<file path="config.mk">
export PLATFORM = sky130hd
export DESIGN_NAME = flash_bp_ctrl
export DESIGN_NICKNAME = d
export VERILOG_FILES = /design/src/rtl/flash_bp_pkg.sv /design/src/rtl/bp_range_check.sv /design/src/rtl/bp_regs.sv /design/src/rtl/flash_bp_ctrl.sv
export SDC_FILE = /design/constraint.sdc
export NUM_CORES = 1
export LEC_CHECK = 0
export BUFFER_PORTS_ARGS = -buffer_cell sky130_fd_sc_hd__buf_2
export CELL_PAD_IN_SITES_DETAIL_PLACEMENT = 0
export CELL_PAD_IN_SITES_GLOBAL_PLACEMENT = 2
export CORE_ASPECT_RATIO = 0.5
export CORE_UTILIZATION = 25
export DETAILED_ROUTE_END_ITERATION = 16
export MAX_ROUTING_LAYER = met4
export PLACE_DENSITY_LB_ADDON = 0.1
export SETUP_SLACK_MARGIN = 0.4
export SYNTH_ARGS = -nofsm -noshare
export SYNTH_HDL_FRONTEND = slang
export SYNTH_SLANG_ARGS = --single-unit
</file>
<file path="constraint.sdc">
create_clock -name clk -period 2.9 [get_ports clk]
set_input_delay 0.435 -clock clk [delete_from_list [all_inputs] [get_ports clk]]
set_output_delay 0.435 -clock clk [all_outputs]
set_load 0.05 [all_outputs]
</file>
<file path="src/rtl/flash_bp_pkg.sv">
package flash_bp_pkg;
  typedef enum logic [3:0] {
    CMD_NOP   = 4'd0,
    CMD_WREN  = 4'd1,
    CMD_WRDI  = 4'd2,
    CMD_WRR   = 4'd3,
    CMD_PROG  = 4'd4,
    CMD_ERASE = 4'd5,
    CMD_SWRST = 4'd6,
    CMD_HWRST = 4'd7,
    CMD_POR   = 4'd8
  } cmd_e;

  localparam int BP_W   = 3;
  localparam int SR_LCK = 7;
  localparam int SR_PE  = 6;
  localparam int SR_EE  = 5;
  localparam int SR_BPH = 4;
  localparam int SR_BPL = 2;
  localparam int SR_WEL = 1;
  localparam int CR_BOT = 5;
  localparam int CR_VOL = 3;
  localparam int CR_FRZ = 0;
endpackage

</file>
<file path="src/rtl/bp_range_check.sv">
module bp_range_check #(
  parameter int ADDR_W = 16
) (
  input  logic [2:0]        bp_code,
  input  logic              from_bottom,
  input  logic [ADDR_W-1:0] addr,
  output logic              hit
);
  localparam int SHIFT_BASE = ADDR_W - 7;

  logic [ADDR_W-1:0] hi_part;
  logic [ADDR_W-1:0] all_ones;
  int unsigned       sh;

  always_comb begin
    sh       = SHIFT_BASE + int'(bp_code);
    hi_part  = addr >> sh;
    all_ones = (ADDR_W'(1) << (7 - int'(bp_code))) - ADDR_W'(1);
    case (bp_code)
      3'd0:    hit = 1'b0;
      3'd7:    hit = 1'b1;
      default: hit = from_bottom ? (hi_part == '0) : (hi_part == all_ones);
    endcase
  end
endmodule

</file>
<file path="src/rtl/bp_regs.sv">
module bp_regs
  import flash_bp_pkg::*;
(
  input  logic       clk,
  input  logic       rst,
  input  logic       cmd_valid,
  input  logic [3:0] cmd_op,
  input  logic [7:0] wr_sr,
  input  logic [7:0] wr_cr,
  input  logic       wp_n,
  input  logic       prog_rej,
  input  logic       erase_rej,
  output logic [7:0] status,
  output logic [7:0] cfg,
  output logic       reg_err
);
  logic            lck_q, pe_q, ee_q, wel_q;
  logic [BP_W-1:0] bp_q;
  logic            bot_q, vol_q, frz_q, err_q;
  logic            wrr_ok, prot_change;

  assign wrr_ok = wel_q && !(lck_q && !wp_n);
  assign prot_change = (wr_sr[SR_BPH:SR_BPL] != bp_q) ||
                       (wr_cr[CR_BOT] && !bot_q) ||
                       (wr_cr[CR_VOL] && !vol_q);

  always_ff @(posedge clk) begin
    if (rst) begin
      lck_q <= 1'b0; pe_q <= 1'b0; ee_q <= 1'b0; wel_q <= 1'b0;
      bp_q  <= '0;   bot_q <= 1'b0; vol_q <= 1'b0; frz_q <= 1'b0;
      err_q <= 1'b0;
    end else begin
      err_q <= 1'b0;
      if (cmd_valid) begin
        case (cmd_e'(cmd_op))
          CMD_WREN: wel_q <= 1'b1;
          CMD_WRDI: wel_q <= 1'b0;
          CMD_WRR: begin
            if (wrr_ok) begin
              if (frz_q && prot_change) begin
                err_q <= 1'b1;
              end else begin
                lck_q <= wr_sr[SR_LCK];
                bp_q  <= wr_sr[SR_BPH:SR_BPL];
                bot_q <= bot_q | wr_cr[CR_BOT];
                vol_q <= vol_q | wr_cr[CR_VOL];
                frz_q <= frz_q | wr_cr[CR_FRZ];
              end
            end
          end
          CMD_PROG:  if (prog_rej)  pe_q <= 1'b1;
          CMD_ERASE: if (erase_rej) ee_q <= 1'b1;
          CMD_SWRST: wel_q <= 1'b0;
          CMD_HWRST: begin
            wel_q <= 1'b0;
            frz_q <= 1'b0;
          end
          CMD_POR: begin
            wel_q <= 1'b0;
            frz_q <= 1'b0;
            pe_q  <= 1'b0;
            ee_q  <= 1'b0;
            if (vol_q) bp_q <= '1;
          end
          default: ;
        endcase
      end
    end
  end

  assign status  = {lck_q, pe_q, ee_q, bp_q, wel_q, 1'b0};
  assign cfg     = {2'b00, bot_q, 1'b0, vol_q, 2'b00, frz_q};
  assign reg_err = err_q;
endmodule

</file>
<file path="src/rtl/flash_bp_ctrl.sv">
module flash_bp_ctrl
  import flash_bp_pkg::*;
#(
  parameter int ADDR_W = 16
) (
  input  logic              clk,
  input  logic              rst,
  input  logic              cmd_valid,
  input  logic [3:0]        cmd_op,
  input  logic [7:0]        cmd_sr,
  input  logic [7:0]        cmd_cr,
  input  logic [ADDR_W-1:0] cmd_addr,
  input  logic              wp_n,
  output logic [7:0]        status,
  output logic [7:0]        config_reg,
  output logic              grant,
  output logic              reject,
  output logic              reg_err
);
  logic hit, is_prog, is_erase, is_array;
  logic grant_q, reject_q;

  bp_range_check #(.ADDR_W(ADDR_W)) u_range (
    .bp_code     (status[SR_BPH:SR_BPL]),
    .from_bottom (config_reg[CR_BOT]),
    .addr        (cmd_addr),
    .hit         (hit)
  );

  assign is_prog  = cmd_valid && (cmd_op == CMD_PROG);
  assign is_erase = cmd_valid && (cmd_op == CMD_ERASE);
  assign is_array = is_prog || is_erase;

  bp_regs u_regs (
    .clk       (clk),
    .rst       (rst),
    .cmd_valid (cmd_valid),
    .cmd_op    (cmd_op),
    .wr_sr     (cmd_sr),
    .wr_cr     (cmd_cr),
    .wp_n      (wp_n),
    .prog_rej  (is_prog && hit),
    .erase_rej (is_erase && hit),
    .status    (status),
    .cfg       (config_reg),
    .reg_err   (reg_err)
  );

  always_ff @(posedge clk) begin
    if (rst) begin
      grant_q  <= 1'b0;
      reject_q <= 1'b0;
    end else begin
      grant_q  <= is_array && !hit;
      reject_q <= is_array && hit;
    end
  end

  assign grant  = grant_q;
  assign reject = reject_q;
endmodule

</file>
[Yosys cells after proc, flatten, opt, wreduce, memory -nomap -nowiden]
Index checks and enable logic that the tools add are counted.
Word-level totals
  register bits after elaboration: 13
  bits of input ports: 40
  output and inout bits: 19
  word-level logic and storage cells: 89
Cells by class
  add/sub/neg operators: 3
  eq/ne operators: 16
  shift-type cells: 2
  mux-type cells: 15
  bitwise operators: 7
  reductions and logical operators: 35
Operators by type and width (count)
  $shl 1x32->16 const A: 1
  $shr 16x32->16: 1
  $eq 16x16->1: 1
  $eq 4x3->1 const B: 4
  $logic_not 16->1: 1
  $sub 16x2->16 const B: 1
  $logic_and 1x1->1: 11
  $pmux 1 s2: 5
  $reduce_bool 2->1: 5
  $mux 3: 3
  $eq 4x2->1 const B: 2
  $ne 2x1->1 const B: 4
  $reduce_and 4->1: 2
  $reduce_or 4->1: 2
  $mux 1: 6
  $pmux 3 s2: 1
  $reduce_and 3->1: 2
  $add 4x3->5 const A: 1
  $logic_not 1->1: 5
  $reduce_and 5->1: 1
  $eq 4x1->1 const B: 1
  $eq 4x4->1 const B: 1
  $not 1->1: 4
  $sub 3x3->4 const A: 1
  8 further kinds: 12

[Depth between registers and ports, before layout]
Gate-level depths: netlist (run 1).
  word-level depth: 9
  depth in mapped cells: 10
  mapped depth without buffers: 8

[By module]
A second synthesis (run 1) with hierarchy kept.
Second synthesis, totals
  cells, all modules: 164
  area, all modules: 1312.5 um^2
By module, submodules not included
  bp_regs: times used 1, cells each 78, area an instance 683.2 um^2, seq. area each 220.2 um^2
  bp_range_check: times used 1, cells each 78, area an instance 524.3 um^2, seq. area each 0.0 um^2
  flash_bp_ctrl: times used 1, cells each 8, area an instance 105.1 um^2, seq. area each 40.0 um^2

[Least setup slack after synthesis (run 1)]
No wires, ideal clock.
  path kind: register to register
  start: register u_regs.bp_q[1]
  end: register reject_q, in the netlist reject
  setup time: 0.058 ns
  arrival time: 2.564 ns
  required time: 2.842 ns
  setup slack: 0.278 ns
  cell stages (with the launch flop): 11
  path buffers: 2
  period minus slack after synthesis: 2.622 ns
  cell sequence: dfxtp_1 -> buf_2 -> nand2_1 -> or2_2 -> ha_1 -> buf_1 -> nor4b_1 -> a2111oi_0 -> and4_1 -> o2111a_2 -> o21ba_1
On the way
  longest elaborated chain between the ends: 7
  elaborated cells on any way between the ends: 12
  those cells by class: 3 x add/sub; 2 x eq/ne; 2 x shift; 2 x mux; 3 x reduce/logical
Ends and longest elaborated chain
  start, declared: RTL line bp_regs.sv:18  | logic [BP_W-1:0] bp_q;
  start signal, assigned: RTL line bp_regs.sv:44  | bp_q <= wr_sr[SR_BPH:SR_BPL];
  $sub 3x3->4: RTL line bp_range_check.sv:18  | all_ones = (ADDR_W'(1) << (7 - int'(bp_code))) - ADDR_W'(1);
  $shl 1x32->16: RTL line bp_range_check.sv:18
  $sub 16x2->16: RTL line bp_range_check.sv:18
  $eq 16x16->1: RTL line bp_range_check.sv:22  | default: hit = from_bottom ? (hi_part == '0) : (hi_part == all_ones);
  $mux 1: RTL line bp_range_check.sv:22
  $pmux 1 s2 *: RTL line bp_range_check.sv:19  | case (bp_code)
  $logic_and 1x1->1 *: RTL line flash_bp_ctrl.sv:55  | reject_q <= is_array && hit;
  end signal, assigned: RTL line flash_bp_ctrl.sv:55
  end, declared: RTL line flash_bp_ctrl.sv:21  | logic grant_q, reject_q;
Every way passes the cells marked *; elsewhere a longest branch is shown, timed or not.
A chain may end at the register's enable or synchronous reset.

[Worst setup path in the final report (run 1)]
  start: register u_regs.bp_q[2]
  end: register reject_q, in the netlist reject
The elaborated chain is that of the path after synthesis.

==> impl_metrics.json, run 1 <==
{
  "status": "complete, no violations",
  "via_per_inst": 4.86,
  "hold_path.class": "input pin to flip-flop",
  "cts_max_level": 1,
  "die_h_um": 52.3,
  "avgRoutedWirePerCell_um": 13.4,
  "finish.instance_area_mm2": 0.00145,
  "synthCells": 149,
  "worstSetupEndpoint": "reject$_SDFF_PP0_",
  "timing.rr.end": "reject$_SDFF_PP0_",
  "whs_ns": 0.443,
  "ys_seq_area_frac": 0.206,
  "slowest_stage": "a2111oi_0",
  "grt_pass1_vias": 1072,
  "skew_ns": 0.00602,
  "vias": 1161,
  "ys_ff_latch": 13,
  "drt-total-wl_um": 3200,
  "cts_tree": "built",
  "max_freq_ghz": 0.430,
  "synthArstFlopShare": 0,
  "clock_sinks": 13,
  "avgSynthCellArea_um2": 8.47,
  "cts_resized": 0,
  "clock_latency_ns": 0.24,
  "slew_violations": 0,
  "arrival_ns": 2.51,
  "first_pass_iters": 4,
  "first_iter_violations": 30,
  "dp_cells": 235,
  "cts.hold.buffers_added": 0,
  "rsz0062_at_grt": "no",
  "drc": 0,
  "synth_common_cells": "buf_4 (13), dfxtp_1 (13), inv_1 (8)",
  "ys.flop_type": "dfxtp_1",
  "nets": 216,
  "synth_area_leaders": "dfxtp_1 (21%), buf_4 (7.7%), mux2i_1 (4.0%)",
  "slew_headroom": 0.576,
  "critPathMaxStageDelay_ns": 0.39,
  "grt_util_all_layers": 0.132,
  "antenna_found_initial": 0,
  "worstPathCellList": "buf_4, or3_1, ha_1, nand2b_1, a2111oi_0, and4_1, o2111a_2, o21ba_1",
  "drive_gt1_frac": 0.318,
  "cp-end-kind": "flip-flop",
  "maxCapViolCount": 0,
  "dp_slack_ns": 0.598,
  "grt_pass1_wl_um": 5250,
  "die_w_um": 102,
  "reg2regPathDepth": 8,
  "start_util": 0.274,
  "insertedDiodeCount": 0,
  "yosysWarningCount": 0,
  "core_area_mm2": 0.00462,
  "root_buffer": "clkbuf_8",
  "cp_max_fo": 20,
  "drt.antenna.violating_nets": 0,
  "grt_max_degree": 21,
  "ios": 59,
  "required_ns": 3.08,
  "post-cts-setup-buffers": 0,
  "syn_area_mm2": 0.00126,
  "critPathLaunch": "u_regs.bp_q[2]$_SDFFE_PP0P_",
  "grt_overflow": 0,
  "synth_edf_count": 0,
  "portBuffers": 34,
  "finalPower_mw": 0.419,
  "final_cells": 239,
  "path_clk_slew_ns": 0.06,
  "worst_slew_pin_slew_ns": 0.634,
  "finalSetupViolations": 0,
  "gp_congestion": 0.719,
  "dp_hpwl_um": 2450,
  "p_leak_nw": 0.603,
  "setup_tns_ns": 0,
  "rrSetupSlack_ns": 0.57,
  "min_period_ns": 2.33,
  "hold_viol_final": 0,
  "synth_top_area_cell": "dfxtp_1",
  "ys_types": 57,
  "post-route-period-util": 0.802,
  "die_area_mm2": 0.00536,
  "areaGrowthSynthToFinish_pct": 14.9,
  "rows": 17,
  "ir_worst_vdd_v": 0.000164,
  "criticalPathCategory": "flip-flop to flip-flop",
  "cts_inserted_buffers": 3,
  "placed_cell_area_mm2": 0.00141,
  "start_kind": "flip-flop",
  "utilization": 0.314,
  "setup_ws_ns": 0.574,
  "synth_top_area_share": 0.206,
  "powerDensity_mw_per_mm2": 289,
  "ctsLongestPathBuffers": 2,
  "r2r-start": "u_regs.bp_q[2]$_SDFFE_PP0P_"
}
-- area by class of cell --
class / count / area (um^2)
clock buffers: 4 / 45.0
fillers: 526 / 3170
inverters: 8 / 30.0
multi-input cells: 111 / 836
flip-flops and latches: 13 / 264
well taps: 66 / 82.6
repair buffers: 37 / 193
-- how the worst min path moves through the flow --
stage                                          from                         to  cells after the start
final                                     cmd_sr[7]  u_regs.lck_q$_SDFFE_PP0P_                      3
after CTS                                 cmd_sr[7]  u_regs.lck_q$_SDFFE_PP0P_                      3
after global routing                      cmd_sr[7]  u_regs.lck_q$_SDFFE_PP0P_                      3
after detailed placement  u_regs.lck_q$_SDFFE_PP0P_  u_regs.lck_q$_SDFFE_PP0P_                      2
after global placement    u_regs.lck_q$_SDFFE_PP0P_  u_regs.lck_q$_SDFFE_PP0P_                      2
after floorplan           u_regs.lck_q$_SDFFE_PP0P_  u_regs.lck_q$_SDFFE_PP0P_                      2
-- where the power goes --
group,switching (mW),internal (mW)
clock,0.0653,0.0970
combinational,0.0516,0.0257
sequential,0.000416,0.179
-- registers in the layout (all words and copies together), names as in the netlist --
signal,cells
grant,1
u_regs.reg_err,1
reject,1
u_regs.pe_q,1
u_regs.wel_q,1
u_regs.bot_q,1
u_regs.frz_q,1
u_regs.bp_q,3
u_regs.vol_q,1
u_regs.ee_q,1
u_regs.lck_q,1
-- routing by layer --
metal	wire length, um	vias up	track usage
li1	-	599	-
met1	1760	534	0.185
met2	1310	26	0.199
met3	114	2	0.0240
met4	8	0	0.0214
met5	0	-	-
-- critical path: cells and delay by family, from the launching register on --
family / cells / cell delay (ns)
flops: 1 / 0.31
buf+inv: 1 / 0.20
fa+ha+maj: 1 / 0.29
compound gates: 3 / 0.77
simple gates: 3 / 0.70
-- layout by cell type (no fill, tap or decap), drive strengths merged, types with 3 or more instances in the layout --
cell | netlist | layout
inv | 8 | 8
nor4 | 3 | 3
nand3b | 3 | 3
nor3 | 6 | 6
buf | 20 | 37
conb | 1 | 6
nor2 | 7 | 7
a21o | 4 | 4
nor2b | 4 | 4
dfxtp | 13 | 13
xor2 | 3 | 3
clkbuf | 2 | 4
a211oi | 5 | 5
nand2 | 4 | 4
mux2i | 5 | 5
a21oi | 5 | 5
nand3 | 5 | 5
nand2b | 5 | 5
a31oi | 4 | 4
-- cells by family (layout without fill, tap and decap cells) --
group                    count (synthesis)  count (layout)  share of synthesized area
multiplexers                             8               8                     0.0753
AO/OA/AOI/OAI                           43              43                      0.294
adder cells (fa/ha/maj)                  2               2                     0.0198
XOR/XNOR                                 3               3                     0.0208
buffers and inverters                   30              49                      0.147
other                                    1               6                    0.00297
flip-flops                              13              13                      0.206
AND/OR/NAND/NOR                         49              49                      0.234
Note: power is estimated with default switching activity, not from simulation.
==> run 2, diff against run 1 <==
==> constraint.sdc (replaced) <==
create_clock -name clk -period 2.44 [get_ports clk]
set_input_delay 0.366 -clock clk [delete_from_list [all_inputs] [get_ports clk]]
set_output_delay 0.366 -clock clk [all_outputs]
set_load 0.05 [all_outputs]
==> run 2 against run 1 <==
Clock skew shrank 0.0035 ns. Critical endpoint unchanged. Total power up 19%. Combinational power grew 25%. Worst setup slack worse by 0.15 ns. Routed wire length rose by 7.1%. Sequential power grew 17%. Largest cell class unchanged.
==> impl_metrics.json, run 2 (same netlist as run 1, synthesis figures left out) <==
{
  "placed_cell_area_mm2": 0.00142,
  "p_int_mw": 0.358,
  "final_common_cell": "buf_2",
  "rsz0062_at_grt": "yes",
  "start_util": 0.274,
  "finalSetupViolations": 0,
  "swShare": 0.281,
  "skew_ns": 0.00253,
  "nets": 223,
  "reg2regPathDepth": 7,
  "grt_pass1_wl_um": 5490,
  "min_to": "u_regs.lck_q$_SDFFE_PP0P_",
  "sequentialPowerShare": 0.422,
  "drc": 0,
  "insertedDiodeCount": 0,
  "status": "complete, no violations",
  "arrival_ns": 2.20,
  "required_ns": 2.62,
  "cts_inserted_buffers": 3,
  "largest_reg_flops": 3,
  "max_freq_ghz": 0.496,
  "grt_pass1_vias": 1088,
  "drt-total-wl_um": 3420,
  "antenna_found_initial": 0,
  "p_switching_mw": 0.140,
  "grt_overflow": 0,
  "cts_tree": "built",
  "ios": 59,
  "rrSetupSlack_ns": 0.42,
  "p_leak_nw": 0.654,
  "clock_sinks": 13,
  "portBuffers": 34,
  "hold_depth": 3,
  "avgRoutedWirePerCell_um": 13.9,
  "cp_max_fo": 4,
  "dp_hpwl_um": 2440,
  "finalPower_mw": 0.498,
  "clock_power_share": 0.383,
  "utilization": 0.341,
  "regMostFlops": "u_regs.bp_q",
  "die_w_um": 102,
  "die_area_mm2": 0.00536,
  "ctsLongestPathBuffers": 2,
  "finish.instance_area_mm2": 0.00158,
  "grt_util_all_layers": 0.139,
  "hold_viol_final": 0,
  "post-route-period-util": 0.827,
  "r2r-start": "u_regs.bp_q[1]$_SDFFE_PP0P_",
  "worstPathCellList": "or3_4, ha_4, nand2b_4, a2111oi_4, and4_1, o2111a_2, o21ba_1",
  "setup_tns_ns": 0,
  "ir_worst_vdd_v": 0.000190,
  "die_h_um": 52.3,
  "areaGrowthSynthToFinish_pct": 24.8,
  "root_buffer": "clkbuf_8",
  "slew_violations": 0,
  "maxCapViolCount": 0,
  "slowest_stage": "or3_4",
  "clock_latency_ns": 0.24,
  "start_kind": "flip-flop",
  "grt_max_degree": 12,
  "drt.antenna.violating_nets": 0,
  "via_per_inst": 4.95,
  "final_cell_mix": "buf_2 (34), dfxtp_1 (10), buf_4 (10)",
  "criticalPathCategory": "flip-flop to flip-flop",
  "cts_max_level": 1,
  "powerDensity_mw_per_mm2": 316,
  "vias": 1218,
  "cp-end-kind": "flip-flop",
  "whs_ns": 0.375,
  "drive_gt1_frac": 0.378,
  "min_period_ns": 2.02,
  "core_area_mm2": 0.00462,
  "rows": 17,
  "min-delay-start": "cmd_sr[7]",
  "first_pass_iters": 4,
  "critPathMaxStageDelay_ns": 0.40,
  "path_clk_slew_ns": 0.06,
  "share_comb_of_total_power": 0.194,
  "timing.rr.end": "reject$_SDFF_PP0_",
  "gp_congestion": 0.729,
  "first_iter_violations": 22,
  "hold_path.class": "input pin to flip-flop"
}
[run 2: changes by cell type in the layout (fill, tap and decap cells not counted), sizes merged]
cell | before | now
buf | 37 | 44
[run 2: final cells by class]
| cell class | instances | area (um^2) |
|---|---|---|
| timing repair buffer | 44 | 245 |
| inverter | 8 | 30.0 |
| sequential | 13 | 272 |
| multi-input combinational | 111 | 901 |
| clock buffer | 4 | 45.0 |
| tap | 66 | 82.6 |
| fill | 501 | 3040 |
[run 2: worst max path at each step]
stage	from	endpoint	slack, ns
final	u_regs.bp_q[1]$_SDFFE_PP0P_	reject$_SDFF_PP0_	0.42
after global routing	u_regs.bp_q[1]$_SDFFE_PP0P_	reject$_SDFF_PP0_	0.33
after CTS	u_regs.bp_q[2]$_SDFFE_PP0P_	reject$_SDFF_PP0_	0.44
after detailed placement	u_regs.bp_q[2]$_SDFFE_PP0P_	reject$_SDFF_PP0_	0.21
after global placement	u_regs.bp_q[2]$_SDFFE_PP0P_	reject$_SDFF_PP0_	0.21
after floorplan	u_regs.bp_q[0]$_SDFFE_PP0P_	reject$_SDFF_PP0_	0.22
[run 2: critical path, delay by kind of cell (launching register included)]
kind                       cells  cell delay, ns
adders and majority gates      1            0.28
DFF                            1            0.35
AOI/OAI and AO/OA              3            0.64
and+or+nand+nor                3            0.68
[run 2: power by group through the flow]
stage | sequential [mW] | clock, mW | combinational [mW]
floorplan | 0.216 | 0 | 0.0645
global placement | 0.215 | 0 | 0.0930
detailed placement | 0.215 | 0 | 0.0923
CTS | 0.210 | 0.200 | 0.0942
global route | 0.210 | 0.208 | 0.105
finish | 0.210 | 0.191 | 0.0967
[run 2: per-layer routing]
layer,vias up,global-route usage,share of wire
li1,604,-,-
met1,585,0.204,0.55
met2,29,0.194,0.42
met3,0,0.0293,0.034
met4,0,0.0214,0
met5,-,-,0
[run 2: per-stage QoR]
step                      setup WS (ns)  cells
after detailed placement          0.206    234
after global routing              0.334    246
after global placement            0.208    234
final                             0.423    246
after CTS                         0.441    245
after floorplan                   0.215    154
[run 2: what timing repair did]
item / in CTS / in global routing
pin swaps: 3 / 5
setup endpoints to repair: 4 / 4
gates resized for setup: 2 / 5
gates cloned: 0 / 0
setup buffers: 7 / 1
hold buffers: 0 / 0
